### config.mk
export PLATFORM = sky130hd
export DESIGN_NAME = mmu_cfg_regbank
export DESIGN_NICKNAME = d
export VERILOG_FILES = /design/src/rtl/mmu_cfg_pkg.sv /design/src/rtl/mmu_cfg_decode.sv /design/src/rtl/mmu_cfg_fault.sv /design/src/rtl/mmu_cfg_tlbcmd.sv /design/src/rtl/mmu_cfg_regbank.sv
export SDC_FILE = /design/constraint.sdc
export NUM_CORES = 1
export LEC_CHECK = 0
export BUFFER_PORTS_ARGS = -buffer_cell sky130_fd_sc_hd__clkbuf_2
export CAP_MARGIN = 10
export CORE_ASPECT_RATIO = 0.7
export CORE_MARGIN = 5
export CORE_UTILIZATION = 50
export DETAILED_ROUTE_END_ITERATION = 10
export HOLD_SLACK_MARGIN = 0.02
export PLACE_DENSITY = 0.9
export SYNTH_ARGS = -nofsm -noshare
export SYNTH_HDL_FRONTEND = slang
export SYNTH_HIERARCHICAL = 1
export SYNTH_SLANG_ARGS = --single-unit
### constraint.sdc
create_clock -name clk -period 4.5 [get_ports clk]
set_input_delay 0.675 -clock clk [delete_from_list [all_inputs] [get_ports clk]]
set_output_delay 0.675 -clock clk [all_outputs]
set_load 0.01 [all_outputs]
### src/rtl/mmu_cfg_pkg.sv
package mmu_cfg_pkg;

  localparam int CP_SEL_W = 4;
  localparam int CP_OP2_W = 3;

  // register numbers seen on the coprocessor port
  localparam logic [CP_SEL_W-1:0] RN_CTL   = 4'd1;
  localparam logic [CP_SEL_W-1:0] RN_TTB   = 4'd2;
  localparam logic [CP_SEL_W-1:0] RN_DAC   = 4'd3;
  localparam logic [CP_SEL_W-1:0] RN_FSR   = 4'd5;
  localparam logic [CP_SEL_W-1:0] RN_FAR   = 4'd6;
  localparam logic [CP_SEL_W-1:0] RN_TLBOP = 4'd8;

  // secondary opcode values for the maintenance register
  localparam logic [CP_OP2_W-1:0] TLBOP_ALL = 3'd0;
  localparam logic [CP_OP2_W-1:0] TLBOP_ONE = 3'd1;

  // bit positions inside the control word
  localparam int CTL_M_BIT = 0;
  localparam int CTL_A_BIT = 1;
  localparam int CTL_S_BIT = 8;
  localparam int CTL_R_BIT = 9;

  typedef struct packed {
    logic ctl;
    logic ttb;
    logic dac;
    logic fsr;
    logic far;
    logic inv_all;
    logic inv_one;
  } wr_strobe_t;

  typedef enum logic [2:0] {
    RSEL_NONE,
    RSEL_CTL,
    RSEL_TTB,
    RSEL_DAC,
    RSEL_FSR,
    RSEL_FAR
  } rd_sel_e;

endpackage

### src/rtl/mmu_cfg_decode.sv
module mmu_cfg_decode
  import mmu_cfg_pkg::*;
(
  input  logic                wr_en,
  input  logic                rd_en,
  input  logic [CP_SEL_W-1:0] regnum,
  input  logic [CP_OP2_W-1:0] opc2,
  output wr_strobe_t          wr_stb,
  output rd_sel_e             rd_sel,
  output logic                undef
);

  logic wr_ok;
  logic rd_ok;

  always_comb begin
    wr_stb = '0;
    rd_sel = RSEL_NONE;
    wr_ok  = 1'b0;
    rd_ok  = 1'b0;
    case (regnum)
      RN_CTL: begin
        wr_stb.ctl = wr_en;
        rd_sel     = RSEL_CTL;
        wr_ok      = 1'b1;
        rd_ok      = 1'b1;
      end
      RN_TTB: begin
        wr_stb.ttb = wr_en;
        rd_sel     = RSEL_TTB;
        wr_ok      = 1'b1;
        rd_ok      = 1'b1;
      end
      RN_DAC: begin
        wr_stb.dac = wr_en;
        rd_sel     = RSEL_DAC;
        wr_ok      = 1'b1;
        rd_ok      = 1'b1;
      end
      RN_FSR: begin
        wr_stb.fsr = wr_en;
        rd_sel     = RSEL_FSR;
        wr_ok      = 1'b1;
        rd_ok      = 1'b1;
      end
      RN_FAR: begin
        wr_stb.far = wr_en;
        rd_sel     = RSEL_FAR;
        wr_ok      = 1'b1;
        rd_ok      = 1'b1;
      end
      RN_TLBOP: begin
        // command port: never readable
        if (opc2 == TLBOP_ALL) begin
          wr_stb.inv_all = wr_en;
          wr_ok          = 1'b1;
        end else if (opc2 == TLBOP_ONE) begin
          wr_stb.inv_one = wr_en;
          wr_ok          = 1'b1;
        end
      end
      default: ;
    endcase
    undef = (rd_en & ~rd_ok) | (wr_en & ~wr_ok);
  end

endmodule

### src/rtl/mmu_cfg_fault.sv
module mmu_cfg_fault #(
  parameter int ADDR_W    = 32,
  parameter int DOM_IDX_W = 4,
  parameter int FT_W      = 4
) (
  input  logic                      clk,
  input  logic                      rst_n,
  input  logic                      sw_fsr_we,
  input  logic                      sw_far_we,
  input  logic [ADDR_W-1:0]         sw_wdata,
  input  logic                      abt_valid,
  input  logic [DOM_IDX_W-1:0]      abt_domain,
  input  logic [FT_W-1:0]           abt_ftype,
  input  logic [ADDR_W-1:0]         abt_addr,
  output logic [DOM_IDX_W+FT_W-1:0] fsr_q,
  output logic [ADDR_W-1:0]         far_q
);

  localparam int FSR_W = DOM_IDX_W + FT_W;

  // hardware capture outranks a software write in the same cycle
  always_ff @(posedge clk or negedge rst_n) begin
    if (!rst_n) begin
      fsr_q <= '0;
      far_q <= '0;
    end else if (abt_valid) begin
      fsr_q <= {abt_domain, abt_ftype};
      far_q <= abt_addr;
    end else begin
      if (sw_fsr_we) fsr_q <= sw_wdata[FSR_W-1:0];
      if (sw_far_we) far_q <= sw_wdata;
    end
  end

endmodule

### src/rtl/mmu_cfg_tlbcmd.sv
module mmu_cfg_tlbcmd #(
  parameter int ADDR_W = 32
) (
  input  logic              clk,
  input  logic              rst_n,
  input  logic              all_stb,
  input  logic              one_stb,
  input  logic [ADDR_W-1:0] wdata,
  output logic              inv_all,
  output logic              inv_one,
  output logic [ADDR_W-1:0] inv_addr
);

  always_ff @(posedge clk or negedge rst_n) begin
    if (!rst_n) begin
      inv_all  <= 1'b0;
      inv_one  <= 1'b0;
      inv_addr <= '0;
    end else begin
      inv_all <= all_stb;
      inv_one <= one_stb;
      if (all_stb || one_stb) inv_addr <= wdata;
    end
  end

endmodule

### src/rtl/mmu_cfg_regbank.sv
module mmu_cfg_regbank
  import mmu_cfg_pkg::*;
#(
  parameter int ADDR_W  = 32,
  parameter int DOM_N   = 16,
  parameter int FT_W    = 4,
  parameter int TTB_LSB = 14
) (
  input  logic                     clk,
  input  logic                     rst_n,
  input  logic                     cp_wr_en,
  input  logic                     cp_rd_en,
  input  logic [CP_SEL_W-1:0]      cp_regnum,
  input  logic [CP_OP2_W-1:0]      cp_opc2,
  input  logic [ADDR_W-1:0]        cp_wdata,
  output logic [ADDR_W-1:0]        cp_rdata,
  output logic                     cp_undef,
  input  logic                     abt_valid,
  input  logic [$clog2(DOM_N)-1:0] abt_domain,
  input  logic [FT_W-1:0]          abt_ftype,
  input  logic [ADDR_W-1:0]        abt_addr,
  output logic                     ctl_mmu_en,
  output logic                     ctl_align_chk,
  output logic                     ctl_sys_prot,
  output logic                     ctl_rom_prot,
  output logic [ADDR_W-1:0]        ttb_base,
  output logic [2*DOM_N-1:0]       dom_perm,
  output logic                     tlb_inv_all,
  output logic                     tlb_inv_one,
  output logic [ADDR_W-1:0]        tlb_inv_addr
);

  localparam int DOM_IDX_W = $clog2(DOM_N);
  localparam int FSR_W     = DOM_IDX_W + FT_W;
  localparam int TTB_W     = ADDR_W - TTB_LSB;

  wr_strobe_t        wr_stb;
  rd_sel_e           rd_sel;
  logic [ADDR_W-1:0] rd_word;
  logic [TTB_W-1:0]  ttb_q;
  logic [FSR_W-1:0]  fault_status;
  logic [ADDR_W-1:0] fault_addr;

  mmu_cfg_decode u_decode (
    .wr_en  (cp_wr_en),
    .rd_en  (cp_rd_en),
    .regnum (cp_regnum),
    .opc2   (cp_opc2),
    .wr_stb (wr_stb),
    .rd_sel (rd_sel),
    .undef  (cp_undef)
  );

  // control bits
  always_ff @(posedge clk or negedge rst_n) begin
    if (!rst_n) begin
      ctl_mmu_en    <= 1'b0;
      ctl_align_chk <= 1'b0;
      ctl_sys_prot  <= 1'b0;
      ctl_rom_prot  <= 1'b0;
    end else if (wr_stb.ctl) begin
      ctl_mmu_en    <= cp_wdata[CTL_M_BIT];
      ctl_align_chk <= cp_wdata[CTL_A_BIT];
      ctl_sys_prot  <= cp_wdata[CTL_S_BIT];
      ctl_rom_prot  <= cp_wdata[CTL_R_BIT];
    end
  end

  // table base: only the aligned upper bits are kept
  always_ff @(posedge clk or negedge rst_n) begin
    if (!rst_n)          ttb_q <= '0;
    else if (wr_stb.ttb) ttb_q <= cp_wdata[ADDR_W-1:TTB_LSB];
  end
  assign ttb_base = {ttb_q, {TTB_LSB{1'b0}}};

  // one 2-bit permission field per domain
  for (genvar d = 0; d < DOM_N; d++) begin : g_dom
    logic [1:0] field_q;
    always_ff @(posedge clk or negedge rst_n) begin
      if (!rst_n)          field_q <= 2'b00;
      else if (wr_stb.dac) field_q <= cp_wdata[2*d +: 2];
    end
    assign dom_perm[2*d +: 2] = field_q;
  end

  mmu_cfg_fault #(
    .ADDR_W    (ADDR_W),
    .DOM_IDX_W (DOM_IDX_W),
    .FT_W      (FT_W)
  ) u_fault (
    .clk        (clk),
    .rst_n      (rst_n),
    .sw_fsr_we  (wr_stb.fsr),
    .sw_far_we  (wr_stb.far),
    .sw_wdata   (cp_wdata),
    .abt_valid  (abt_valid),
    .abt_domain (abt_domain),
    .abt_ftype  (abt_ftype),
    .abt_addr   (abt_addr),
    .fsr_q      (fault_status),
    .far_q      (fault_addr)
  );

  mmu_cfg_tlbcmd #(
    .ADDR_W (ADDR_W)
  ) u_tlbcmd (
    .clk      (clk),
    .rst_n    (rst_n),
    .all_stb  (wr_stb.inv_all),
    .one_stb  (wr_stb.inv_one),
    .wdata    (cp_wdata),
    .inv_all  (tlb_inv_all),
    .inv_one  (tlb_inv_one),
    .inv_addr (tlb_inv_addr)
  );

  // read multiplexer
  always_comb begin
    rd_word = '0;
    case (rd_sel)
      RSEL_CTL: begin
        rd_word[CTL_M_BIT] = ctl_mmu_en;
        rd_word[CTL_A_BIT] = ctl_align_chk;
        rd_word[CTL_S_BIT] = ctl_sys_prot;
        rd_word[CTL_R_BIT] = ctl_rom_prot;
      end
      RSEL_TTB: rd_word = ttb_base;
      RSEL_DAC: rd_word = ADDR_W'(dom_perm);
      RSEL_FSR: rd_word = ADDR_W'(fault_status);
      RSEL_FAR: rd_word = fault_addr;
      default:  rd_word = '0;
    endcase
  end
  assign cp_rdata = cp_rd_en ? rd_word : '0;

endmodule

==> flow_metrics.tcl, run 1 <==
set metrics [dict create \
    fin_crit_ns 3.44 \
    placedCellCount 851 \
    htreeDepth 4 \
    grt_pass1_wl_um 26800 \
    vias 4723 \
    post_drt_wl_per_cell_um 18.8 \
    final_cell_count_no_fill 883 \
    power_mw 3.47 \
    dp_hpwl_um 11800 \
    worst_slew_pin_slew_ns 1.20 \
    ys_warn_count 6 \
    core_um2 12300 \
    drtAntennaViolNets 0 \
    fin_skew_ns 0 \
    end_kind "output port" \
    slew_violations 0 \
    cts.hold.buffers_added 0 \
    cts_tree "yes" \
    critPathMaxStageDelay_ns 0.56 \
    mostFrequentLayoutCells "clkbuf_2 (203), dfrtp_1 (128), mux2_2 (100)" \
    gp_congestion 0.820 \
    powerDensity_nw_per_um2 444 \
    drv_cap 0 \
    grt_pass1_vias 5004 \
    syn_avg_cell_area_um2 12.1 \
    critPathRequiredTime_ns 3.83 \
    synth_cell_types 40 \
    area_growth_pct 24.6 \
    die_area_um2 14900 \
    ys_seq_area_share_pct 51.0 \
    first_pass_iters 4 \
    rows 34 \
    critical_path.n_buffers_inverters 3 \
    layout_commonest_cell "clkbuf_2" \
    drive_gt1_share_pct 49.2 \
    clk_path_buf_depth 2 \
    cts.sinks 128 \
    cp_slowest_cell "o21ai_4" \
    clk_pin_slew_ns 0.06 \
    dpl_cell_area_um2 7250 \
    tns_ns 0 \
    die_y_um 104 \
    cts_setup_buffers 0 \
    ys_ff_latch 128 \
    portBuffers 204 \
    synthCells 517 \
    cts_root_buf "clkbuf_16" \
    overflow 0 \
    hold_viol 0 \
    setup_viol 0 \
    critPathLaunchType "primary input" \
    max_slew_margin_pct 20.1 \
    io_pins 219 \
    cts_buffers 17 \
    peakVddDrop_mv 0.255 \
    outcome "finished, final reports clean" \
    initial_utilization_pct 50.9 \
    final_core_util_pct 63.4 \
    antenna_cells 0 \
    drc 0 \
    grt_antenna_before_repair 0 \
    finalInstanceArea_um2 7820 \
    wl_um 16600 \
    grt_usage_pct 22.6 \
    die_w_um 144 \
    crit_fanout 23 \
    leakagePower_nw 3.72 \
    syn_area_um2 6270 \
    crit_arrival_ns 2.76 \
    maxClockFrequency_ghz 0.291 \
    crit_chain "clkbuf_2 > nand2b_1 > a21oi_1 > nor2b_2 > buf_4 > o21ai_4 > nor2_1 > clkbuf_2" \
    grt_max_degree 52 \
    nFillCells 990 \
    ctsResizeCount 0 \
    dr.first_iter.drc_count 225 \
    clk_latency_ns 0.39 \
    path_delay_family "compound AO/OA/AOI/OAI gates" \
    fin_nets 792 \
    hold_path_class "primary input to asynchronous set/reset pin" \
    path_common_cell "clkbuf_2" \
    worstSetupPathType "primary input to output port" \
    grt_setup_unrepaired "no" \
    vias_per_cell 5.35 \
    fin_crit_sh_pct 76.3 \
]
## synthesized netlist by cell type (all sizes together)
master / number / area share [%]
dfrtp: 128 / 51
mux2: 104 / 19
mux2i: 52 / 8.3
nand2: 45 / 2.7
o21ai: 42 / 3.6
buf: 41 / 5.2
nor2: 29 / 1.9
a22oi: 21 / 2.5
clkbuf: 11 / 1.2
and2: 9 / 0.90
o2bb2ai: 6 / 0.84
nand2b: 5 / 0.50
a21oi: 4 / 0.32
and3b: 3 / 0.42
nand3b: 2 / 0.24
o22ai: 2 / 0.20
or2: 2 / 0.20
a31oi: 1 / 0.10
a32oi: 1 / 0.14
and2b: 1 / 0.12
and3: 1 / 0.10
conb: 1 / 0.060
nor2b: 1 / 0.10
nor3: 1 / 0.080
o21a: 1 / 0.12
o31a: 1 / 0.14
or2b: 1 / 0.12
or4b: 1 / 0.16
## path summary, 6_finish.rpt
| path | from | slack, ns | endpoint | cells after the start |
|---|---|---|---|---|
| worst max register to register | ttb_q[10] | 3.69 | ttb_q[10] | 1 |
| max in group asynchronous | rst_n | 3.22 | ctl_align_chk | 2 |
| worst min-delay path | rst_n | 0.24 | u_fault/far_q[13] | 1 |
| worst max-delay path | cp_regnum[0] | 1.06 | cp_rdata[26] | 8 |
| worst min register to register | u_tlbcmd/inv_addr[19] | 0.51 | u_tlbcmd/inv_addr[19] | 1 |
| min in group clk | abt_ftype[3] | 0.48 | u_fault/fsr_q[3] | 3 |
## metal layers
| layer | track usage, % | part of all wire, % | vias to the layer above |
|---|---|---|---|
| met5 | 0 | 0 | - |
| met4 | 5.31 | 0.66 | 0 |
| met3 | 6.17 | 9.3 | 13 |
| met2 | 35.3 | 47 | 204 |
| met1 | 31.5 | 43 | 2320 |
| li1 | - | - | 2186 |
## area by class of cell
| class | count | area, um2 | share of cell area, % |
|---|---|---|---|
| Sequential cell | 128 | 3200 | 41.0 |
| Multi-Input combinational cell | 350 | 2750 | 35.2 |
| Timing Repair Buffer | 211 | 1090 | 13.9 |
| Clock buffer | 18 | 429 | 5.49 |
| Tap cell | 162 | 203 | 2.59 |
| Clock inverter | 14 | 143 | 1.82 |
## metrics by stage
| step | hold slack (ns) | setup WS [ns] |
|---|---|---|
| global route | 0.275 | 0.893 |
| global placement | 0.487 | 1.14 |
| finish | 0.239 | 1.06 |
| CTS | 0.239 | 1.03 |
| floorplan | 0.379 | 1.81 |
| detailed placement | 0.494 | 1.04 |
## state kept, by name, indices dropped and copies added, names as in the netlist
signal	flops
ctl_align_chk	1
ctl_mmu_en	1
ctl_rom_prot	1
ctl_sys_prot	1
g_dom.field_q	32
ttb_q	18
u_fault/far_q	32
u_fault/fsr_q	8
u_tlbcmd/inv_addr	32
u_tlbcmd/inv_all	1
u_tlbcmd/inv_one	1
## cells by family (layout without fill, tap and decap cells)
logic type | count (synthesis) | after routing | synth area share, %
other | 1 | 14 | 0.0598
flip-flops | 128 | 128 | 51.0
AND/OR/NAND/NOR | 101 | 101 | 7.52
AO/OA/AOI/OAI | 79 | 79 | 7.96
multiplexers | 156 | 156 | 27.1
buffers and inverters | 52 | 243 | 6.34
## power by group
group	total, mW	switching [mW]	internal, mW
Combinational	0.664	0.333	0.331
Clock	1.33	0.512	0.814
Sequential	1.48	0.138	1.34
No activity file was read; power rests on OpenSTA's default activity.
==> run 2, diff against run 1 <==
Clock period 4.5 ns to 3.2 ns, I/O delays scaled along.
==> run 2 against run 1 <==
  * Count of clock-buffer cells in the layout increased by 3
  * Power increased by 43%
  * Largest power group unchanged
  * First-iteration DRC count increased by 9.3%
  * Wire length increased by 1.5%
  * Cell count increased by 0.45%
  * Sequential share of layout area decreased by 0.52 points
  * Critical path depth increased by 1
==> flow_metrics.tcl, run 2 (synthesis gave the netlist of run 1 again) <==
set metrics [dict create \
    layout_commonest_cell "clkbuf_2" \
    dp_hpwl_um 12000 \
    grt_setup_unrepaired "no" \
    maxClockFrequency_ghz 0.375 \
    fin_crit_ns 2.67 \
    worstSetupPathType "primary input to output port" \
    setup_viol 0 \
    reg2reg_from "g_dom[15].field_q[1]" \
    dr.first_iter.drc_count 246 \
    vias 4812 \
    rr_endpoint "g_dom[15].field_q[1]" \
    hold_path_class "primary input to asynchronous set/reset pin" \
    hold_viol 0 \
    top_regs "g_dom.field_q x32, u_fault/far_q x32, u_tlbcmd/inv_addr x32" \
    reg2reg_depth 1 \
    drv_cap 0 \
    powerDensity_nw_per_um2 628 \
    wl_um 16900 \
    portBuffers 204 \
    cts.hold.buffers_added 0 \
    cts_root_buf "clkbuf_16" \
    leakagePower_nw 3.77 \
    fin_crit_sh_pct 83.4 \
    gp_congestion 0.820 \
    grt_max_degree 74 \
    die_w_um 144 \
    fin_nets 797 \
    crit_fanout 17 \
    area_growth_pct 26.2 \
    antenna_cells 0 \
    cts_tree "yes" \
    peakVddDrop_mv 0.381 \
    drive_gt1_share_pct 49.4 \
    hold_slack_ns 0.145 \
    final_core_util_pct 64.2 \
    first_pass_iters 4 \
    crit_arrival_ns 2.19 \
    cts.sinks 128 \
    tns_ns 0 \
    io_pins 219 \
    max_slew_margin_pct 23.4 \
    drtAntennaViolNets 0 \
    mostFrequentLayoutCells "clkbuf_2 (203), dfrtp_1 (128), mux2_2 (100)" \
    slew_violations 0 \
    vias_per_cell 5.43 \
    ctsResizeCount 0 \
    core_um2 12300 \
    htreeDepth 4 \
    critPathLaunchType "primary input" \
    post_drt_wl_per_cell_um 19.0 \
    overflow 0 \
    clk_latency_ns 0.39 \
    drc 0 \
    grt_usage_pct 22.7 \
    clk_pin_slew_ns 0.05 \
    grt_pass1_vias 5052 \
    critPathRequiredTime_ns 2.72 \
    rows 34 \
    initial_utilization_pct 50.9 \
    cts_buffers 17 \
    grt_antenna_before_repair 0 \
    reg2reg_slack_ns 2.38 \
    grt_pass1_wl_um 26800 \
    clk_path_buf_depth 2 \
    die_area_um2 14900 \
    worst_slew_pin_slew_ns 1.15 \
    fin_skew_ns 0 \
    cts_setup_buffers 0 \
    outcome "finished, final reports clean" \
    die_y_um 104 \
    end_kind "output port" \
]
run 2: changes by cell type in the layout (fill, tap and decap cells not counted), sizes merged:
cell	change
buf	+5
bufinv	+1
clkbuf	+3
clkinv	-4
inv	-1
run 2: final cells by class:
| type | count | area, um2 |
|---|---|---|
| clock buffers | 21 | 460 |
| fillers | 959 | 4420 |
| multi-input cells | 350 | 2750 |
| flip-flops and latches | 128 | 3200 |
| well taps | 162 | 203 |
| clock inverters | 10 | 136 |
| repair buffers | 216 | 1160 |
run 2: how the worst max path moves through the flow:
| stage | cells past startpoint | endpoint | slack (ns) | startpoint |
|---|---|---|---|---|
| final | 9 | cp_rdata[17] | 0.53 | cp_regnum[0] |
| after detailed placement | 8 | cp_rdata[15] | 0.56 | cp_regnum[0] |
| after global placement | 8 | cp_rdata[15] | 0.60 | cp_regnum[0] |
| after CTS | 8 | cp_rdata[17] | 0.53 | cp_regnum[0] |
| after global routing | 9 | cp_rdata[17] | 0.36 | cp_regnum[0] |
| after floorplan | 8 | cp_rdata[21] | 0.90 | cp_regnum[1] |
run 2: critical path, stage by stage:
cell      delay (ns)
clkbuf_2        0.15
nand2b_1        0.25
a21oi_1         0.18
buf_4           0.18
and3b_1         0.24
buf_4           0.26
a22oi_1         0.13
nor2_1          0.15
clkbuf_2        0.16
run 2: stage by stage:
stage	setup slack, ns	cells	total power, mW	cell area, um2
floorplan	0.898	530	2.59	6320
global placement	0.600	856	3.01	7320
detailed placement	0.555	856	3.06	7320
CTS	0.533	887	5.02	7920
global route	0.358	887	5.21	7920
finish	0.531	887	4.97	7920
run 2: metal layers:
| layer | routed length (um) | vias up | track usage [%] |
|---|---|---|---|
| li1 | - | 2195 | - |
| met1 | 7320 | 2410 | 31.1 |
| met2 | 8080 | 195 | 35.8 |
| met3 | 1330 | 12 | 6.49 |
| met4 | 138 | 0 | 5.51 |
| met5 | 0 | - | 0 |
run 2: power breakdown:
| group | switching [mW] | internal (mW) |
|---|---|---|
| Sequential | 0.189 | 1.89 |
| Combinational | 0.481 | 0.470 |
| Clock | 0.684 | 1.26 |
| Total | 1.36 | 3.62 |
==> run 3, diff against run 2 <==
Settings changed: CORE_UTILIZATION 50 to 46, PLACE_DENSITY 0.9 to 0.87.
Clock period 3.2 ns to 2.4 ns, I/O delays scaled along.
==> run 3 against run 2 <==
  * Die area increased by 8.0%
  * Count of clock-buffer cells in the layout down 2
  * Power is 39% higher
  * Utilization down 3.0 points
  * Worst setup slack got worse by 0.44 ns
  * First-iteration DRC count up 12%
  * Final area grew 2.6%
  * Critical path type unchanged
  * Largest cell class unchanged
==> flow_metrics.tcl, run 3 (synthesis gave the netlist of run 1 again) <==
set metrics [dict create \
    tns_ns 0 \
    gp_congestion 0.815 \
    clk_pin_slew_ns 0.06 \
    drtAntennaViolNets 0 \
    dr.first_iter.drc_count 275 \
    fin_crit_ns 2.31 \
    reg2reg_from "g_dom[8].field_q[1]" \
    hold_viol 0 \
    drc 0 \
    grt_setup_unrepaired "no" \
    die_area_um2 16100 \
    cts_buffers 17 \
    portBuffers 204 \
    grtUsageMet2_pct 33.6 \
    startpoint "cp_regnum[0]" \
    layout_commonest_cell "clkbuf_2" \
    holdPathStages 3 \
    cts.sinks 128 \
    antenna_cells 0 \
    busiest_layer "met2" \
    die_y_um 108 \
    clk_latency_ns 0.41 \
    drive_gt1_share_pct 50.3 \
    crit_fanout 15 \
    grt_max_degree 66 \
    drv_cap 0 \
    clk_path_buf_depth 2 \
    outcome "finished, final reports clean" \
    min-delay-start "abt_addr[3]" \
    die_w_um 150 \
    leakagePower_nw 3.86 \
    setup_viol 0 \
    initial_utilization_pct 47.3 \
    hold_slack_ns 0.157 \
    hold_path_class "primary input to flip-flop" \
    mostFrequentLayoutCells "clkbuf_2 (202), dfrtp_1 (128), mux2_2 (100)" \
    cts_root_buf "clkbuf_16" \
    peakVddDrop_mv 0.593 \
    slew_violations 0 \
    worstSetupPathType "primary input to output port" \
    reg2reg_depth 1 \
    htreeDepth 4 \
    grt_pass1_wl_um 26400 \
    post_drt_wl_per_cell_um 18.6 \
    top_regs "g_dom.field_q x32, u_fault/far_q x32, u_tlbcmd/inv_addr x32" \
    met3_usage_pct 6.52 \
    maxClockFrequency_ghz 0.432 \
    core_um2 13300 \
    area_growth_pct 29.5 \
    powerDensity_nw_per_um2 852 \
    max_slew_margin_pct 23.1 \
    fin_ws_ns 0.0874 \
    critPathLaunchType "primary input" \
    fin_skew_ns 0 \
    vias_per_cell 5.28 \
    io_pins 219 \
    pre_cts_ws_ns -0.0375 \
    critPathRequiredTime_ns 2.04 \
    fin_nets 803 \
    grt_pass1_vias 4987 \
    vias 4844 \
    end_kind "output port" \
    first_pass_iters 6 \
    crit_arrival_ns 1.95 \
    worst_slew_pin_slew_ns 1.15 \
    fin_crit_sh_pct 96.4 \
    wl_um 17100 \
    grtUsageMet1_pct 27.7 \
    rows 35 \
    grt_antenna_before_repair 0 \
    overflow 0 \
    cts_tree "yes" \
    dp_hpwl_um 11600 \
    grt_usage_pct 20.9 \
]
==> run 3: cell types whose count changed in the layout (fill, tap and decap cells not counted), sizes merged <==
cell / delta
buf: +5
clkinv: +3
clkinvlp: -3
bufinv: +2
clkbuf: -2
dlygate4sd3: +1
inv: +1
==> run 3: worst paths after layout <==
| check | to | slack (ns) |
|---|---|---|
| worst max-delay path | cp_rdata[28] | 0.09 |
| worst min-delay path | u_fault/far_q[3] | 0.16 |
| worst max register to register | g_dom[8].field_q[1] | 1.59 |
| worst min register to register | u_tlbcmd/inv_addr[6] | 0.50 |
| max in group asynchronous | ttb_q[7] | 1.15 |
| min in group asynchronous | u_tlbcmd/inv_addr[8] | 0.48 |
==> run 3: area by class of cell <==
type | instances | area (um2)
well taps | 185 | 231
flip-flops and latches | 128 | 3200
multi-input cells | 350 | 2760
clock inverters | 13 | 209
clock buffers | 19 | 453
fillers | 1085 | 5140
repair buffers | 222 | 1270
==> run 3: where the power goes <==
group | total (mW) | internal, mW | switching, mW
combinational | 1.27 | 0.640 | 0.630
sequential | 2.77 | 2.52 | 0.251
clock | 2.88 | 1.90 | 0.981
total | 6.92 | 5.06 | 1.86
==> run 3: worst max-delay path: stages <==
cell,delay (ns)
clkbuf_2,0.15
nand3b_1,0.22
a21oi_4,0.24
clkbuf_16,0.25
mux2_2,0.34
a22oi_1,0.17
nor2_1,0.08
clkbuf_2,0.13
==> run 3: repair_timing <==
item | CTS | global route
hold endpoints to repair | 63 | 0
setup endpoints to repair | 0 | 25
resized for setup | 0 | 3
buffers inserted | 0 | 1
hold buffers | 1 | 0
==> run 3: metal layers <==
layer	vias to the layer above	wire length (um)	share of wire, %
li1	2209	-	-
met1	2406	7530	44
met2	215	8030	47
met3	14	1430	8.4
met4	0	100	0.58
met5	-	0	0
==> run 3: per-stage QoR <==
stage | total power, mW | utilization, % | instances | cell area [um2]
after floorplan | 3.46 | - | 530 | 6320
after global placement | 4.01 | 55.8 | 882 | 7400
after detailed placement | 4.06 | 55.8 | 882 | 7400
after CTS | 6.97 | 60.8 | 915 | 8070
after global routing | 7.22 | 61.2 | 917 | 8120
final | 6.92 | 61.2 | 917 | 8120
